===== src/rtl/hazPkg.sv =====
package hazPkg;

  // Stall and bypass strobes sent from the interlock logic to the select logic
  typedef struct packed {
    logic pcWrite;
    logic ifIdWrite;
    logic idExBubble;
    logic fwdEn;
  } stallCtlT;

  // Operand-select codes; the order of the values is fixed by the mux wiring
  typedef enum logic [1:0] {
    SEL_REGFILE = 2'd0,
    SEL_ONE_AHEAD = 2'd1,
    SEL_TWO_AHEAD = 2'd2
  } opSelT;

  localparam int NUM_SRC = 2;

endpackage


===== src/rtl/hazardCtl.sv =====
module hazardCtl
  import hazPkg::*;
#(
  parameter int REG_W = 5
) (
  input  logic             fwdMode,
  input  logic [REG_W-1:0] idRs,
  input  logic [REG_W-1:0] idRt,
  input  logic             exMemRead,
  input  logic             exRegWrite,
  input  logic [REG_W-1:0] exRt,
  input  logic [REG_W-1:0] exRd,
  input  logic             memRegWrite,
  input  logic [REG_W-1:0] memDst,
  output stallCtlT         ctl
);

  localparam logic [REG_W-1:0] ZERO_REG = '0;

  logic [REG_W-1:0] exDst;
  logic [NUM_SRC-1:0] loadHit;
  logic [NUM_SRC-1:0] exHit;
  logic [NUM_SRC-1:0] memHit;
  logic [REG_W-1:0] srcReg [NUM_SRC];
  logic stallNow;

  assign srcReg[0] = idRs;
  assign srcReg[1] = idRt;

  // Loads write rt; register-type instructions write rd
  assign exDst = exMemRead ? exRt : exRd;

  genvar s;
  generate
    for (s = 0; s < NUM_SRC; s++) begin : g_src
      logic srcLive;
      assign srcLive   = (srcReg[s] != ZERO_REG);
      assign loadHit[s] = srcLive && exMemRead && exRegWrite && (exRt == srcReg[s]);
      assign exHit[s]   = srcLive && exRegWrite && (exDst == srcReg[s]);
      assign memHit[s]  = srcLive && memRegWrite && (memDst == srcReg[s]);
    end
  endgenerate

  always_comb begin
    if (fwdMode) stallNow = |loadHit;
    else         stallNow = |(exHit | memHit);
    ctl.pcWrite    = !stallNow;
    ctl.ifIdWrite  = !stallNow;
    ctl.idExBubble = stallNow;
    ctl.fwdEn      = fwdMode;
  end

  // Checks against the port-level stall rules
  always_comb begin
    a_r4_alu_no_stall: assert (!(fwdMode && !exMemRead) || ctl.pcWrite)
      else $error("non-load in execute stalled with forwarding on");
    a_r8_zero_src_no_stall: assert (!(idRs == ZERO_REG && idRt == ZERO_REG) || ctl.pcWrite)
      else $error("register 0 sources caused a stall");
    a_r8_no_writers_no_stall: assert (exRegWrite || memRegWrite || ctl.pcWrite)
      else $error("stall with no writing producer");
    a_r5_mem_load_free: assert (!(fwdMode && !exRegWrite) || ctl.pcWrite)
      else $error("stall from memory stage with forwarding on");
  end

endmodule


===== src/rtl/forwardSel.sv =====
module forwardSel
  import hazPkg::*;
#(
  parameter int REG_W = 5
) (
  input  logic             fwdEn,
  input  logic [REG_W-1:0] exRs,
  input  logic [REG_W-1:0] exRt,
  input  logic             memRegWrite,
  input  logic [REG_W-1:0] memDst,
  input  logic             wbRegWrite,
  input  logic [REG_W-1:0] wbDst,
  output logic [1:0]       selA,
  output logic [1:0]       selB
);

  localparam logic [REG_W-1:0] ZERO_REG = '0;

  logic [REG_W-1:0] opReg [NUM_SRC];
  opSelT opSel [NUM_SRC];

  assign opReg[0] = exRs;
  assign opReg[1] = exRt;

  genvar k;
  generate
    for (k = 0; k < NUM_SRC; k++) begin : g_op
      logic hitNear;
      logic hitFar;
      assign hitNear = fwdEn && memRegWrite && (memDst != ZERO_REG) && (memDst == opReg[k]);
      assign hitFar  = fwdEn && wbRegWrite && (wbDst != ZERO_REG) && (wbDst == opReg[k]);

      // The nearer producer holds the newer value and wins
      always_comb begin
        if (hitNear)     opSel[k] = SEL_ONE_AHEAD;
        else if (hitFar) opSel[k] = SEL_TWO_AHEAD;
        else             opSel[k] = SEL_REGFILE;
      end

      always_comb begin
        a_r3_code_range: assert (opSel[k] != 2'd3)
          else $error("illegal select code");
        a_r10_off_means_regfile: assert (fwdEn || opSel[k] == SEL_REGFILE)
          else $error("bypass selected with forwarding off");
        a_r9_newer_wins: assert (!(fwdEn && memRegWrite && memDst == opReg[k] &&
                                   opReg[k] != ZERO_REG) || opSel[k] == SEL_ONE_AHEAD)
          else $error("older producer chosen over newer");
      end
    end
  endgenerate

  assign selA = opSel[0];
  assign selB = opSel[1];

endmodule


===== src/rtl/hazardForwardCtl.sv =====
module hazardForwardCtl
  import hazPkg::*;
#(
  parameter int REG_W = 5
) (
  input  logic             fwdMode,
  input  logic [REG_W-1:0] idRs,
  input  logic [REG_W-1:0] idRt,
  input  logic [REG_W-1:0] exRs,
  input  logic [REG_W-1:0] exRt,
  input  logic [REG_W-1:0] exRd,
  input  logic             exMemRead,
  input  logic             exRegWrite,
  input  logic             memRegWrite,
  input  logic [REG_W-1:0] memDst,
  input  logic             wbRegWrite,
  input  logic [REG_W-1:0] wbDst,
  output logic             pcWrite,
  output logic             ifIdWrite,
  output logic             idExBubble,
  output logic [1:0]       aluSelA,
  output logic [1:0]       aluSelB
);

  stallCtlT ctl;

  hazardCtl #(.REG_W(REG_W)) u_hazard (
    .fwdMode     (fwdMode),
    .idRs        (idRs),
    .idRt        (idRt),
    .exMemRead   (exMemRead),
    .exRegWrite  (exRegWrite),
    .exRt        (exRt),
    .exRd        (exRd),
    .memRegWrite (memRegWrite),
    .memDst      (memDst),
    .ctl         (ctl)
  );

  forwardSel #(.REG_W(REG_W)) u_fwd (
    .fwdEn       (ctl.fwdEn),
    .exRs        (exRs),
    .exRt        (exRt),
    .memRegWrite (memRegWrite),
    .memDst      (memDst),
    .wbRegWrite  (wbRegWrite),
    .wbDst       (wbDst),
    .selA        (aluSelA),
    .selB        (aluSelB)
  );

  assign pcWrite    = ctl.pcWrite;
  assign ifIdWrite  = ctl.ifIdWrite;
  assign idExBubble = ctl.idExBubble;

endmodule


===== config.mk =====
export PLATFORM = sky130hd
export DESIGN_NAME = hazardForwardCtl
export DESIGN_NICKNAME = d
export VERILOG_FILES = /design/src/rtl/hazPkg.sv /design/src/rtl/hazardCtl.sv /design/src/rtl/forwardSel.sv /design/src/rtl/hazardForwardCtl.sv
export SDC_FILE = /design/constraint.sdc
export NUM_CORES = 1
export LEC_CHECK = 0
export ABC_AREA = 1
export BUFFER_PORTS_ARGS = -buffer_cell sky130_fd_sc_hd__clkbuf_2
export CAP_MARGIN = 10
export CORE_MARGIN = 3
export CORE_UTILIZATION = 30
export DETAILED_ROUTE_END_ITERATION = 8
export GPL_TIMING_DRIVEN = 1
export PLACE_DENSITY = 0.6
export SLEW_MARGIN = 20
export SYNTH_ARGS = -nofsm -noshare
export SYNTH_HDL_FRONTEND = slang
export SYNTH_SLANG_ARGS = --single-unit

===== constraint.sdc =====
create_clock -name vclk -period 1.1
set_input_delay 0.055 -clock vclk [all_inputs]
set_output_delay 0.055 -clock vclk [all_outputs]
set_load 0.03 [all_outputs]

==> results.cfg <==
[cells_and_area]
fin_cells = 288
layout.nets = 286
multi_input_area_um2 = 965
antenna_cells = 0
fillers = 341
drive_gt1_frac = 0.426
area_growth_pct = 58.2
fin_area_um2 = 1650
fin_util = 0.519
seq_cells = 0
clkbuf_count = 0
seq_area_um2 = 0

[place]
dp_hpwl_mm = 2.68
routabilityCongestion = 0.902
postPlaceCellArea_um2 = 1410
port_buffers = 47
post-place-cells = 288

[sta]
fin_ws_ns = -0.0133
layout_min_cycle_time_ns = 1.11
period_share = 1.01
rsz0062_at_grt = true
setup_viol = 3
drv_slew = 0
holdWs_ns = 0.564
slew_headroom = 0.837
hold_violations = 0
setup_tns_ns = -0.0146
worst_pin_slew_ns = 0.244
timing.fmax_ghz = 0.898

[power]
p_sw_frac = 0.521
p_int_uw = 311
comb_power_share = 1.000
peakVddDrop_uv = 188
power.net_switching_uw = 339
powerDensity_nw_per_um2 = 394
power.leakage_uw = 0.000873
clkPwrFrac = 0
seqPwrFrac = 0

[drt]
wirelength_mm = 3.13
drc_errors = 0
first_pass_iters = 4
drt_iter0_drc = 89
viasPerCell = 4.49
ant_nets = 0
wire_per_inst_um = 10.9
num_vias = 1293

[grt]
antenna_found_initial = 0
grt_usage = 0.148
overflow = 0
grt_pass1_vias = 1194
grt_max_degree = 10
grt_pass1_wl_mm = 5.11

[setup_path]
cp_max_fo = 5
crit_path_end_kind = output port
critPathArrivalTime_ns = 1.06
critPathLaunchType = primary input
path_delay_family = simple AND/OR/NAND/NOR gates
critPathKind = primary input to output port
path_cells = clkbuf_4 > inv_2 > nand2_1 > nand2_1 > nor2_1 > nand3b_1 > nor2_2 > nor2_2 > nand3_2 > nand2_4 > inv_2 > buf_8
slowest_stage = clkbuf_4
critPathBufInv = 4
cpPeakStageDelay_ns = 0.15
required_ns = 1.04

[logic_synthesis]
avgSynthCellArea_um2 = 5.46
syn_area_um2 = 1040
synth_area_leaders = nand2_1 21%, xor2_1 12%, xnor2_1 11%
yosysSeqAreaShare = 0
synth_cells = 191
synth_warnings = 0
yosys.cell_types.count = 26
yosysMostFrequentCell = nand2_1
synth.top_cell.area_share = 0.205
synth_commonest_cells = 57 x nand2_1, 19 x inv_1, 18 x nor2_1
syn-num-nets = 231
synth_largest_area_cell = nand2_1

[floorplan]
die_h_um = 65.0
rows = 20
die_w_um = 65.0
dieArea_um2 = 4220
start_util = 0.328
num_io_pins = 47
coreArea_um2 = 3180

[clock_network]
hold_buffers = 0
cts_setup_buffers = 0

[min_path]
hp-class = primary input to output port

[run]
drv_cap = 0

[status]
violations = negative setup slack
status = complete, but fails checks
power groups by stage:
stage	clock network (uW)	registers [uW]	logic, uW
CTS	0	0	594
floorplan	0	0	342
global route	0	0	713
finish	0	0	650
global placement	0	0	545
detailed placement	0	0	543
area by class of cell:
type | count | share of cell area
Inverter | 23 | 0.0644
Tap cell | 44 | 0.0334
Multi-Input combinational cell | 155 | 0.585
Timing Repair Buffer | 66 | 0.318
routing by layer:
| layer | track usage | wire, um | vias to the layer above |
|---|---|---|---|
| li1 | - | - | 698 |
| met1 | 0.232 | 1550 | 564 |
| met2 | 0.229 | 1400 | 31 |
| met3 | 0.0139 | 187 | 0 |
| met4 | 0 | 0 | 0 |
| met5 | 0 | 0 | - |
logic make-up (layout without fill, tap and decap cells):
group / after synthesis / after routing / share of synthesized area
compound gates: 12 / 12 / 0.0635
buf+inv: 36 / 89 / 0.174
simple gates: 116 / 116 / 0.536
xor+xnor: 27 / 27 / 0.227
per-stage QoR:
stage / setup WS [ns] / total power (uW)
floorplan: 0.00469 / 342
global placement: -0.150 / 545
detailed placement: -0.186 / 543
CTS: -0.0470 / 594
global route: -0.109 / 713
finish: -0.0133 / 650
cell usage in the layout (no fill, tap or decap), types with 2 or more instances in the layout:
cell	Yosys	layout
nand2_1	57	54
clkbuf_2	1	25
buf_4	4	23
inv_1	19	16
xor2_1	14	13
nor2_1	18	13
xnor2_1	13	12
nand3_1	14	12
nand2_2	5	7
nand2_4	5	6
o21ai_0	6	5
clkbuf_8	0	5
inv_2	3	4
nor3_1	5	4
nand4_1	4	4
nor2_2	0	4
buf_6	2	4
nand3_2	1	3
nand3b_1	3	3
clkbuf_4	0	3
buf_8	0	3
nor4_4	0	2
o21ai_2	0	2
o21ai_1	3	2
buf_12	0	2
timing repair:
item / in CTS / in global routing
setup endpoints to repair: 7 / 7
hold endpoints to repair: 0 / 0
pin swaps: 8 / 24
gates resized for setup: 31 / 48
worst paths after layout:
kind              startpoint          to  slack, ns  depth (start not counted)
setup / recovery   memDst[4]  idExBubble      -0.01                         12
hold / removal       exRs[2]  aluSelA[1]       0.56                          5
No activity file was read; power rests on OpenSTA's default activity.
